File: src/rtl/vlpt_walker.sv
module vlpt_walker #(
  parameter int VA_W      = 32,
  parameter int PAGE_W    = 12,
  parameter int PFN_W     = 20,
  parameter int PTE_SHIFT = 3,
  parameter int TLB_N     = 8
) (
  input  logic                    clk,
  input  logic                    rst_n,
  input  logic                    req_valid,
  output logic                    req_ready,
  input  logic [VA_W-PAGE_W-1:0]  req_vpn,
  output logic                    rsp_valid,
  output logic [PFN_W-1:0]        rsp_pfn,
  output logic                    rsp_fault,
  output logic [1:0]              rsp_cause,
  output logic                    mem_req,
  output logic [PFN_W+PAGE_W-1:0] mem_addr,
  input  logic                    mem_ack,
  input  logic [63:0]             mem_rdata,
  input  logic                    ins_valid,
  input  logic [VA_W-PAGE_W-1:0]  ins_vpn,
  input  logic [PFN_W-1:0]        ins_pfn
);
  localparam int VPN_W  = VA_W - PAGE_W;
  localparam int TBL_HI = VA_W - VPN_W - PTE_SHIFT;
  localparam int IDX_W  = (TLB_N > 1) ? $clog2(TLB_N) : 1;
  localparam logic [1:0] CAUSE_NEST = 2'd1;
  localparam logic [1:0] CAUSE_PTE  = 2'd2;

  typedef enum logic [2:0] {
    S_IDLE, S_LOOKUP, S_NEST, S_MEM, S_REFILL, S_RESP, S_FAULT
  } st_t;

  st_t                st;
  logic [VPN_W-1:0]   cur_vpn;
  logic [PFN_W-1:0]   pfn_q;
  logic [PFN_W-1:0]   tbl_pfn_q;
  logic [1:0]         cause_q;

  logic [TLB_N-1:0]   t_valid;
  logic [VPN_W-1:0]   t_vpn [TLB_N];
  logic [PFN_W-1:0]   t_pfn [TLB_N];
  logic [IDX_W-1:0]   rr;

  logic [VA_W-1:0]    entry_va;
  logic [VPN_W-1:0]   tbl_vpn;
  logic [VPN_W-1:0]   key;
  logic               hit;
  logic [PFN_W-1:0]   hit_pfn;

  logic               wr_en, wr_hit;
  logic [VPN_W-1:0]   wr_vpn;
  logic [PFN_W-1:0]   wr_pfn;
  logic [IDX_W-1:0]   wr_hit_idx, wr_idx;

  assign entry_va = {{TBL_HI{1'b1}}, cur_vpn, {PTE_SHIFT{1'b0}}};
  assign tbl_vpn  = entry_va[VA_W-1:PAGE_W];
  assign key      = (st == S_NEST) ? tbl_vpn : cur_vpn;

  always_comb begin
    hit     = 1'b0;
    hit_pfn = '0;
    for (int i = 0; i < TLB_N; i++)
      if (t_valid[i] && t_vpn[i] == key) begin
        hit     = 1'b1;
        hit_pfn = t_pfn[i];
      end
  end

  assign wr_en  = ins_valid || (st == S_REFILL);
  assign wr_vpn = ins_valid ? ins_vpn : cur_vpn;
  assign wr_pfn = ins_valid ? ins_pfn : pfn_q;

  always_comb begin
    wr_hit     = 1'b0;
    wr_hit_idx = '0;
    for (int i = 0; i < TLB_N; i++)
      if (t_valid[i] && t_vpn[i] == wr_vpn) begin
        wr_hit     = 1'b1;
        wr_hit_idx = IDX_W'(i);
      end
  end

  assign wr_idx = wr_hit ? wr_hit_idx : rr;

  always_ff @(posedge clk or negedge rst_n) begin
    if (!rst_n) begin
      t_valid <= '0;
      rr      <= '0;
    end else if (wr_en) begin
      t_valid[wr_idx] <= 1'b1;
      if (!wr_hit)
        rr <= (rr == IDX_W'(TLB_N - 1)) ? '0 : rr + 1'b1;
    end
  end

  always_ff @(posedge clk) begin
    if (wr_en) begin
      t_vpn[wr_idx] <= wr_vpn;
      t_pfn[wr_idx] <= wr_pfn;
    end
  end

  always_ff @(posedge clk or negedge rst_n) begin
    if (!rst_n) begin
      st        <= S_IDLE;
      cur_vpn   <= '0;
      pfn_q     <= '0;
      tbl_pfn_q <= '0;
      cause_q   <= '0;
    end else begin
      case (st)
        S_IDLE:
          if (req_valid) begin
            cur_vpn <= req_vpn;
            st      <= S_LOOKUP;
          end
        S_LOOKUP:
          if (hit) begin
            pfn_q <= hit_pfn;
            st    <= S_RESP;
          end else begin
            st <= S_NEST;
          end
        S_NEST:
          if (hit) begin
            tbl_pfn_q <= hit_pfn;
            st        <= S_MEM;
          end else begin
            cause_q <= CAUSE_NEST;
            st      <= S_FAULT;
          end
        S_MEM:
          if (mem_ack) begin
            pfn_q <= mem_rdata[PAGE_W +: PFN_W];
            if (mem_rdata[0]) begin
              st <= S_REFILL;
            end else begin
              cause_q <= CAUSE_PTE;
              st      <= S_FAULT;
            end
          end
        S_REFILL:
          if (!ins_valid) st <= S_RESP;
        default:
          st <= S_IDLE;
      endcase
    end
  end

  assign req_ready = (st == S_IDLE);
  assign rsp_valid = (st == S_RESP) || (st == S_FAULT);
  assign rsp_fault = (st == S_FAULT);
  assign rsp_cause = (st == S_FAULT) ? cause_q : 2'd0;
  assign rsp_pfn   = pfn_q;
  assign mem_req   = (st == S_MEM);
  assign mem_addr  = {tbl_pfn_q, entry_va[PAGE_W-1:0]};
endmodule


File: config.mk
export PLATFORM = sky130hd
export DESIGN_NAME = vlpt_walker
export DESIGN_NICKNAME = d
export VERILOG_FILES = /design/src/rtl/vlpt_walker.sv
export SDC_FILE = /design/constraint.sdc
export NUM_CORES = 1
export LEC_CHECK = 0
export BUFFER_PORTS_ARGS = -buffer_cell sky130_fd_sc_hd__buf_2
export CAP_MARGIN = 20
export CORE_ASPECT_RATIO = 0.75
export CORE_MARGIN = 1
export CORE_UTILIZATION = 26
export DETAILED_ROUTE_END_ITERATION = 7
export PLACE_DENSITY = 0.41
export SLEW_MARGIN = 25
export SYNTH_ARGS = -nofsm -noshare
export SYNTH_HDL_FRONTEND = slang
export SYNTH_SLANG_ARGS = --single-unit
File: constraint.sdc
create_clock -name clk -period 8.7 [get_ports clk]
set_clock_uncertainty 0.1 [all_clocks]
set_input_delay 1.305 -clock clk [delete_from_list [all_inputs] [get_ports clk]]
set_output_delay 1.305 -clock clk [all_outputs]
set_load 0.005 [all_outputs]
==> flow_summary.ini, run 1 <==
[critical_path]
cpMaxStageDelayCell = mux2i_2
slowest_delay_ns = 0.96
cp.arrival_ns = 6.46
cp-start-kind = input pin
critical_path.max_fanout = 22
crit_family = simple AND/OR/NAND/NOR gates
timing.critical_path.cells = buf_4 > mux2i_2 > buf_4 > xor2_1 > nand4_1 > nor4_1 > nor3_1 > a21boi_0 > nor2b_1 > nand2_1 > nor2_4 > buf_4
crit_cells = 12
endpoint_kind = register
worst-setup-path-type = in2reg
reg2reg_from = st[0]
cpMostUsedCell = buf_4
crit_buf_inv = 3
r2r_cells = 12
startpoint = ins_valid
cp_data_required_time_ns = 8.87

[final_layout]
antennaDiodeCount = 0
instances_no_fill = 3089
synthToLayoutAreaGrowth_pct = 16.98
n_fill_cell = 8191
drive_gt1_frac = 0.1891
nets = 2123
final_core_util = 0.3087
final_cell_area_um2 = 24960

[synth]
synth_edf_count = 320
yosysWarnings = 0
synthFlopType = edfxtp_1
yosys.area.top_type_share = 0.4503
ys_async_sr_fraction = 0.1919
avgSynthCellArea_um2 = 11.59
synth_cell_types = 96
synthTopCellsByArea = edfxtp_1 45%, dfrtp_1 8.9%, xnor2_1 6.0%
mappedNetlistArea_um2 = 21340
synth_area_leader_cell = edfxtp_1
synth_cells = 1841
ys_seq_area_frac = 0.5395
ys_ff_latch = 396

[sta]
period_needed_ns = 6.286
setup_viol = 0
fin_crit_sh = 0.7226
hold_ws_ns = 0.3818
max_slew_margin = 0.2722
grt_setup_unrepaired = false
hold_viol_final = 0
drv_slew = 0
max_freq_mhz = 159.1
fin_ws_ns = 2.414
tightestPinTransition_ns = 1.070
fin_setup_tns_ns = 0

[grt]
antenna_found_initial = 4
grt_pass1_vias = 16100
grtUsageTotal = 0.2110
grt_pass1_wl_um = 125200
grt_max_degree = 48
grt_overflow_total = 0

[hold_path]
hp-class = reg2reg
min_from = tbl_pfn_q[16]
holdPathStages = 1

[die]
die_h_um = 250.1
fp.dieW_um = 332.8
rows = 90
coreArea_um2 = 80850
start_util = 0.2639
io-pin-count = 187
die_area_um2 = 83230

[route]
routed-via-count = 16500
ant_nets = 0
dr.first_iter.drc_count = 1879
drc_errors = 0
wl_per_cell_um = 28.91
vias_per_cell = 5.340
drt_first_pass_iters = 6
routed_wl_um = 89290

[power]
power_density_nw_per_um2 = 339.2
swShare = 0.4244
seqPwrFrac = 0.358
pwr-share-comb = 0.398
power.total_mw = 8.466
p_switching_mw = 3.593
p_leak_nw = 8.761
ir_worst_vdd_mv = 0.1455
p_clk_frac = 0.244
p_int_mw = 4.873

[place]
placement.cell_area_um2 = 23380
dp_cells = 3001
place_congestion = 0.9436
dpl.hpwl_um = 62670
port_buffers = 140
dp_slack_ns = 1.941

[cts]
numCtsBuffers = 47
clock_path_buffers = 3
cts-root-buf = clkbuf_16
cts_tree = yes
cts_htree_levels = 2
cts.repair.resized = 0
clock_sinks = 396
clock_latency_ns = 0.60
clkTransAtPathRegs_ns = 0.06
postCtsSetupRepairBufs = 0
ctsHoldBuffers = 0

[run]
drv_cap = 0

[status]
status = completed
[Yosys cell counts (26+ instances only)]
cell,n
nand2b_1,29
buf_2,30
nand4_1,38
clkbuf_1,32
o22ai_1,26
xnor2_1,147
a21oi_1,33
nor4_1,78
xor2_1,121
dfrtp_1,76
nand2_1,104
mux2_2,31
nand3_1,52
nor2_1,113
o21ai_0,66
edfxtp_1,320
inv_1,58
o21ai_1,27
nor3_1,40
[flip-flops by register name (all words and copies together), names as in the netlist]
register,flops
cause_q,2
cur_vpn,20
rr,3
rsp_pfn,20
st,3
t_pfn,160
t_valid,8
t_vpn,160
tbl_pfn_q,20
[cell type report]
class                      count  area (um^2)  share of cell area
tap                         1058         1324             0.05303
inverter                      59        221.5            0.008872
multi-input combinational   1282         9106              0.3648
sequential                   396        11510              0.4612
clock inverter                28        327.8             0.01313
timing repair buffer         206         1226             0.04912
clock buffer                  60         1245             0.04987
[cell usage in the layout (no fill, tap or decap), types with 58 or more instances in the layout]
cell and instances:
edfxtp_1 320, o21ai_0 66, nand2_1 104, nor4_1 76, inv_1 58, xnor2_1 147, buf_4 66, buf_2 138
xor2_1 121, nor2_1 104, dfrtp_1 76
[kinds of logic (layout without fill, tap and decap cells)]
kind of cell | after synthesis | in the layout | share of synthesized area
mux | 68 | 68 | 0.03806
simple gates | 566 | 566 | 0.1423
xor+xnor | 268 | 268 | 0.1100
fa+ha+maj | 3 | 3 | 0.001642
compound gates | 374 | 374 | 0.1288
flops | 396 | 396 | 0.5395
buf+inv | 165 | 353 | 0.03958
other cells | 1 | 3 | 0.0001757
[power groups by stage]
stage,clock network [mW],logic [mW],registers (mW)
6_report,2.06,3.37,3.03
3_3_place_gp,0,3.32,3.05
4_1_cts,2.10,3.34,3.02
3_5_place_dp,0,3.33,3.05
5_1_grt,2.17,3.56,3.07
2_1_floorplan,0,2.01,2.87
[layer usage]
layer  share of wire  track usage
met1            0.48       0.3147
met2            0.42       0.3129
met3           0.070      0.03337
met4           0.026      0.05872
met5               0            0
[worst reg2reg max path: cells and delay by family, from the launching register on]
kind	cells	cell delay, ns
AND/OR/NAND/NOR	7	2.90
buffers and inverters	2	0.81
flip-flops	1	0.81
multiplexers	1	0.59
AO/OA/AOI/OAI	2	0.87
[worst paths after layout]
check / to / slack [ns]
max: t_vpn[3][15] / 2.41
min: tbl_pfn_q[16] / 0.38
max reg2reg: tbl_pfn_q[14] / 2.51
min reg2reg: tbl_pfn_q[16] / 0.38
max in group asynchronous: tbl_pfn_q[16] / 6.87
min in group asynchronous: rr[2] / 0.55
(Power assumes the default switching activity.)
==> run 2, diff against run 1 <==
--- a/config.mk
+++ b/config.mk
@@ -11,7 +11,7 @@
 export CORE_MARGIN = 1
 export CORE_UTILIZATION = 26
 export DETAILED_ROUTE_END_ITERATION = 7
-export PLACE_DENSITY = 0.41
+export PLACE_DENSITY = 0.43
 export SLEW_MARGIN = 25
 export SYNTH_ARGS = -nofsm -noshare
 export SYNTH_HDL_FRONTEND = slang
==> constraint.sdc (replaced) <==
create_clock -name clk -period 5 [get_ports clk]
set_clock_uncertainty 0.1 [all_clocks]
set_input_delay 0.75 -clock clk [delete_from_list [all_inputs] [get_ports clk]]
set_output_delay 0.75 -clock clk [all_outputs]
set_load 0.005 [all_outputs]
==> flow_summary.ini, run 2 (synthesis gave the netlist of run 1 again) <==
[final_layout]
instances_no_fill = 3182
n_fill_cell = 8202
layout_common_cells = 320 x edfxtp_1, 147 x xnor2_1, 138 x buf_2
final_core_util = 0.3200
synthToLayoutAreaGrowth_pct = 21.27
final_common_cell = edfxtp_1
drive_gt1_frac = 0.2218
reg.largest.list = t_pfn (160), t_vpn (160)
nets = 2216
multi_input_area_um2 = 9071
final_cell_area_um2 = 25880
antennaDiodeCount = 0
ff_latch_area_um2 = 11510

[cts]
cts_tree = yes
clock_path_buffers = 3
cts.repair.resized = 0
postCtsSetupRepairBufs = 0
clock_latency_ns = 0.61
cts-root-buf = clkbuf_16
numCtsBuffers = 47
ctsHoldBuffers = 0
cts_htree_levels = 2
clock_sinks = 396
clkTransAtPathRegs_ns = 0.06

[die]
coreArea_um2 = 80850
rows = 90
fp.dieW_um = 332.8
die_h_um = 250.1
io-pin-count = 187
die_area_um2 = 83230
start_util = 0.2639

[route]
vias_per_cell = 5.273
routed_wl_um = 88820
drc_errors = 0
wl_per_cell_um = 27.91
dr.first_iter.drc_count = 1680
ant_nets = 0
routed-via-count = 16780
drt_first_pass_iters = 6

[critical_path]
cp-start-kind = register
cpMaxStageDelayCell = or3b_2
timing.critical_path.cells = or3b_2 > buf_4 > mux2i_1 > nor2_1 > a211oi_1 > and4_4 > nand2_1 > nand4_1 > o21ai_1 > buf_4 > nor4_1 > nor2_1
cp.arrival_ns = 5.01
crit_family = simple AND/OR/NAND/NOR gates
critical_path.max_fanout = 18
reg2reg_from = st[0]
cp_data_required_time_ns = 5.39
startpoint = st[0]
worst-setup-path-type = reg2reg
crit_buf_inv = 2
endpoint_kind = register
slowest_delay_ns = 0.79

[power]
power_density_nw_per_um2 = 578.0
ir_worst_vdd_mv = 0.2323
p_leak_nw = 9.282

[place]
port_buffers = 140
dpl.hpwl_um = 64780
placement.cell_area_um2 = 24380
place_congestion = 0.9466
dp_cells = 3094

[sta]
grt_setup_unrepaired = false
period_needed_ns = 4.629
max_freq_mhz = 216.0
hold_ws_ns = 0.09626
tightestPinTransition_ns = 0.9558
setup_viol = 0
max_slew_margin = 0.3590
drv_slew = 0
fin_crit_sh = 0.9258
hold_viol_final = 0

[grt]
grt_max_degree = 46
antenna_found_initial = 3
grt_pass1_wl_um = 125400
grtUsageTotal = 0.2107
grt_overflow_total = 0
grt_pass1_vias = 16440

[status]
status = completed

[hold_path]
hp-class = in2async

[run]
drv_cap = 0
## run 2: cell count changes in the layout (fill, tap and decap cells not counted), moves of 2 or more
cell        change
buf_4          +67
buf_12         +26
bufinv_16       -4
clkbuf_8        +4
clkinvlp_4      -4
clkinv_1        +2
clkinv_8        +2
nor4_1          +2
nor4_2          -2
## run 2: routing by layer
layer,track usage,wire length [um],vias up
li1,-,-,7453
met1,0.3061,41990,8581
met2,0.3182,38120,635
met3,0.04359,6737,111
met4,0.05030,1979,0
met5,0,0,-
## run 2: metrics by stage
| stage | setup slack [ns] | setup TNS [ns] | power [mW] |
|---|---|---|---|
| after floorplan | -0.4995 | -115.43 | 8.487 |
| after CTS | 0.3646 | 0 | 14.93 |
| after global routing | 0.1209 | 0 | 15.53 |
| after detailed placement | 0.2470 | 0 | 11.49 |
| final | 0.3712 | 0 | 14.96 |
| after global placement | 0.2863 | 0 | 11.46 |
## run 2: worst reg2reg max path: cells and delay by family, from the launching register on
kind	cells	cell delay, ns
simple gates	7	2.21
compound gates	2	0.94
buf+inv	2	0.55
flops	1	0.38
mux	1	0.33
## run 2: cell type report
| cell class | count | area share |
|---|---|---|
| clock buffer | 65 | 0.05038 |
| tap | 1058 | 0.05116 |
| multi-input combinational | 1282 | 0.3506 |
| timing repair buffer | 299 | 0.08694 |
| clock inverter | 23 | 0.007495 |
| sequential | 396 | 0.4449 |
| inverter | 59 | 0.008559 |
## run 2: final timing paths
path	end	slack (ns)	cells after the start
setup / recovery	tbl_pfn_q[4]	0.37	12
max in group asynchronous	rsp_pfn[2]	3.70	2
min in group clk	cur_vpn[3]	0.24	3
hold / removal	cur_vpn[8]	0.1	1
hold reg to reg	tbl_pfn_q[17]	0.38	1
setup reg to reg	tbl_pfn_q[4]	0.37	12
## run 2: where the power goes
part | total, mW | leakage (nW) | internal [mW] | switching (mW)
clock | 3.40 | 0.734 | 1.93 | 1.47
sequential | 5.39 | 3.91 | 4.55 | 0.840
combinational | 6.17 | 4.64 | 2.19 | 3.98
==> run 3, diff against run 2 <==
--- a/config.mk
+++ b/config.mk
@@ -5,6 +5,7 @@
 export SDC_FILE = /design/constraint.sdc
 export NUM_CORES = 1
 export LEC_CHECK = 0
+export ABC_AREA = 1
 export BUFFER_PORTS_ARGS = -buffer_cell sky130_fd_sc_hd__buf_2
 export CAP_MARGIN = 20
 export CORE_ASPECT_RATIO = 0.75
==> flow_summary.ini, run 3 <==
[status]
status = finished, violations left
violations = DRC

[sta]
tightestPinTransition_ns = 0.7883
fin_crit_sh = 0.8613
period_needed_ns = 4.307
drv_slew = 0
fin_ws_ns = 0.6934
max_slew_margin = 0.4709
setup_viol = 0
hold_viol_final = 0
fin_setup_tns_ns = 0
grt_setup_unrepaired = false
max_freq_mhz = 232.2

[grt]
grt_pass1_vias = 17110
grt_overflow_total = 0
grt_pass1_wl_um = 112900
grt_max_degree = 42
antenna_found_initial = 1
grtUsageTotal = 0.1892

[route]
drc_errors = 24
wl_met1_um = 38540
routed_wl_um = 77740
routed-via-count = 17720
dr_wl_met3_um = 5207
dr.first_iter.drc_count = 1775
ant_nets = 0
drt_first_pass_iters = 8
wl_met2_um = 32410
wl_per_cell_um = 21.07
vias_per_cell = 4.805
highest_layer = met4

[power]
power_density_nw_per_um2 = 511.1
ir_worst_vdd_mv = 0.2525
p_leak_nw = 11.11
power.total_mw = 12.55

[synth]
synthTopCellsByCount = 818 x nand2_1, 320 x edfxtp_1, 303 x inv_1, 190 x nor2_1, 137 x nand3_1
yosysMostFrequentCell = nand2_1
synthTopCellsByArea = edfxtp_1 46%, nand2_1 15%, dfrtp_1 9.1%
ys_seq_area_frac = 0.5531
yosysWarnings = 0
synth_area_leader_cell = edfxtp_1
synth_edf_count = 320
synth_cells = 2420
synthFlopType = edfxtp_1
ys_ff_latch = 396
avgSynthCellArea_um2 = 8.600
synth_cell_types = 42
ys_async_sr_fraction = 0.1919
mappedNetlistArea_um2 = 20810
yosys.area.top_type_share = 0.4617

[cts]
cts_htree_levels = 2
cts_tree = yes
clock_sinks = 396
ctsHoldBuffers = 0
clock_path_buffers = 3
cts-root-buf = clkbuf_16
clock_latency_ns = 0.60
cts.repair.resized = 0
postCtsSetupRepairBufs = 0
numCtsBuffers = 47
clkTransAtPathRegs_ns = 0.06

[final_layout]
instances_no_fill = 3689
reg.largest.list = t_pfn (160), t_vpn (160)
synthToLayoutAreaGrowth_pct = 17.99
nets = 2738
final_common_cell = nand2_1
drive_gt1_frac = 0.1283
layout_common_cells = 818 x nand2_1, 320 x edfxtp_1, 299 x inv_1

[place]
dpl.hpwl_um = 59050
port_buffers = 140
place_congestion = 1.062
dp_slack_ns = 0.3387
dp_cells = 3604

[die]
rows = 89
coreArea_um2 = 78950
io-pin-count = 187
die_area_um2 = 81190
start_util = 0.2636
fp.dieW_um = 328.7
die_h_um = 247.0

[critical_path]
crit_buf_inv = 4
cp.arrival_ns = 4.69
cp-start-kind = register
cpMostUsedCell = nand2_1
timing.critical_path.cells = inv_2 > nand3_4 > buf_12 > nand2_2 > inv_2 > o211ai_1 > nor2_1 > nand3_1 > nor2_1 > nand2_1 > nand2_1 > nor2_1 > nand2_1 > nand2_1 > buf_4 > a21oi_1 > nand2_1 > nand2_1
worst-setup-path-type = reg2reg
cpMaxStageDelayCell = nor2_1
endpoint_kind = register
critical_path.max_fanout = 22
cp_data_required_time_ns = 5.38
slowest_delay_ns = 0.58
crit_family = simple AND/OR/NAND/NOR gates

[hold_path]
hp-class = in2async

[run]
drv_cap = 0
==> run 3: cell count changes in the layout (fill, tap and decap cells not counted), moves of 31 or more <==
cell      change
nand2_1     +714
buf_4        -45
nor2_1       +82
xor2_1       -58
xnor2_1     -133
inv_1       +241
mux2_2       -31
o22ai_1      +69
nand3b_1     +35
nand3_1      +85
nor4_1       -78
==> run 3: cells by family (layout without fill, tap and decap cells) <==
logic type	Yosys count	in the layout	share of synthesized area
xor gates and xnor gates	77	77	0.03240
buffers and inverters	408	628	0.08218
adders and majority gates	2	2	0.001202
and+or+nand+nor	1266	1266	0.2546
AOI/OAI and AO/OA	270	270	0.07635
other	1	4	0.0001802
DFF	396	396	0.5531
==> run 3: power breakdown <==
| part | total [mW] | internal (mW) | switching [mW] |
|---|---|---|---|
| Sequential | 4.60 | 4.29 | 0.307 |
| Combinational | 4.52 | 1.21 | 3.31 |
| Clock | 3.44 | 2.02 | 1.42 |
==> run 3: worst paths after layout <==
path	start	endpoint	slack, ns	depth (start not counted)
max in group asynchronous	rst_n	rr[1]	3.74	2
worst max-delay path	st[2]	rsp_pfn[2]	0.69	18
worst max register to register	st[2]	rsp_pfn[2]	0.69	18
worst min-delay path	rst_n	tbl_pfn_q[17]	0.06	1
worst min register to register	tbl_pfn_q[9]	tbl_pfn_q[9]	0.37	2
min in group clk	req_vpn[0]	cur_vpn[0]	0.30	3
==> run 3: per-layer routing <==
metal	GRT usage	up-vias
met2	0.2767	654
met1	0.2893	8648
met5	0	-
met4	0.04514	0
li1	-	8302
met3	0.02695	120
==> run 3: stage by stage <==
stage               hold WS (ns)  cell area (um^2)  utilization
detailed placement        0.3636             23040       0.2919
global route             0.08695             24550       0.3110
global placement          0.3642             23040       0.2919
floorplan                 0.3334             20820            -
finish                   0.06173             24560       0.3110
CTS                      0.05006             24550       0.3110
==> run 3: worst reg2reg max path, stage by stage (launching register included) <==
cell	delay (ns)
dfrtp_1	0.45
inv_2	0.17
nand3_4	0.27
buf_12	0.29
nand2_2	0.32
inv_2	0.18
o211ai_1	0.22
nor2_1	0.07
nand3_1	0.14
nor2_1	0.11
nand2_1	0.12
nand2_1	0.31
nor2_1	0.59
nand2_1	0.16
nand2_1	0.09
buf_4	0.29
a21oi_1	0.16
nand2_1	0.10
nand2_1	0.05
==> run 3: area by class of cell <==
type / count / area, um^2
diodes: 1 / 2.502
clock buffers: 70 / 1355
clock inverters: 14 / 156.4
fillers: 8324 / 54390
inverters: 314 / 1179
multi-input cells: 1618 / 7629
flip-flops and latches: 396 / 11510
well taps: 1046 / 1309
repair buffers: 230 / 1416
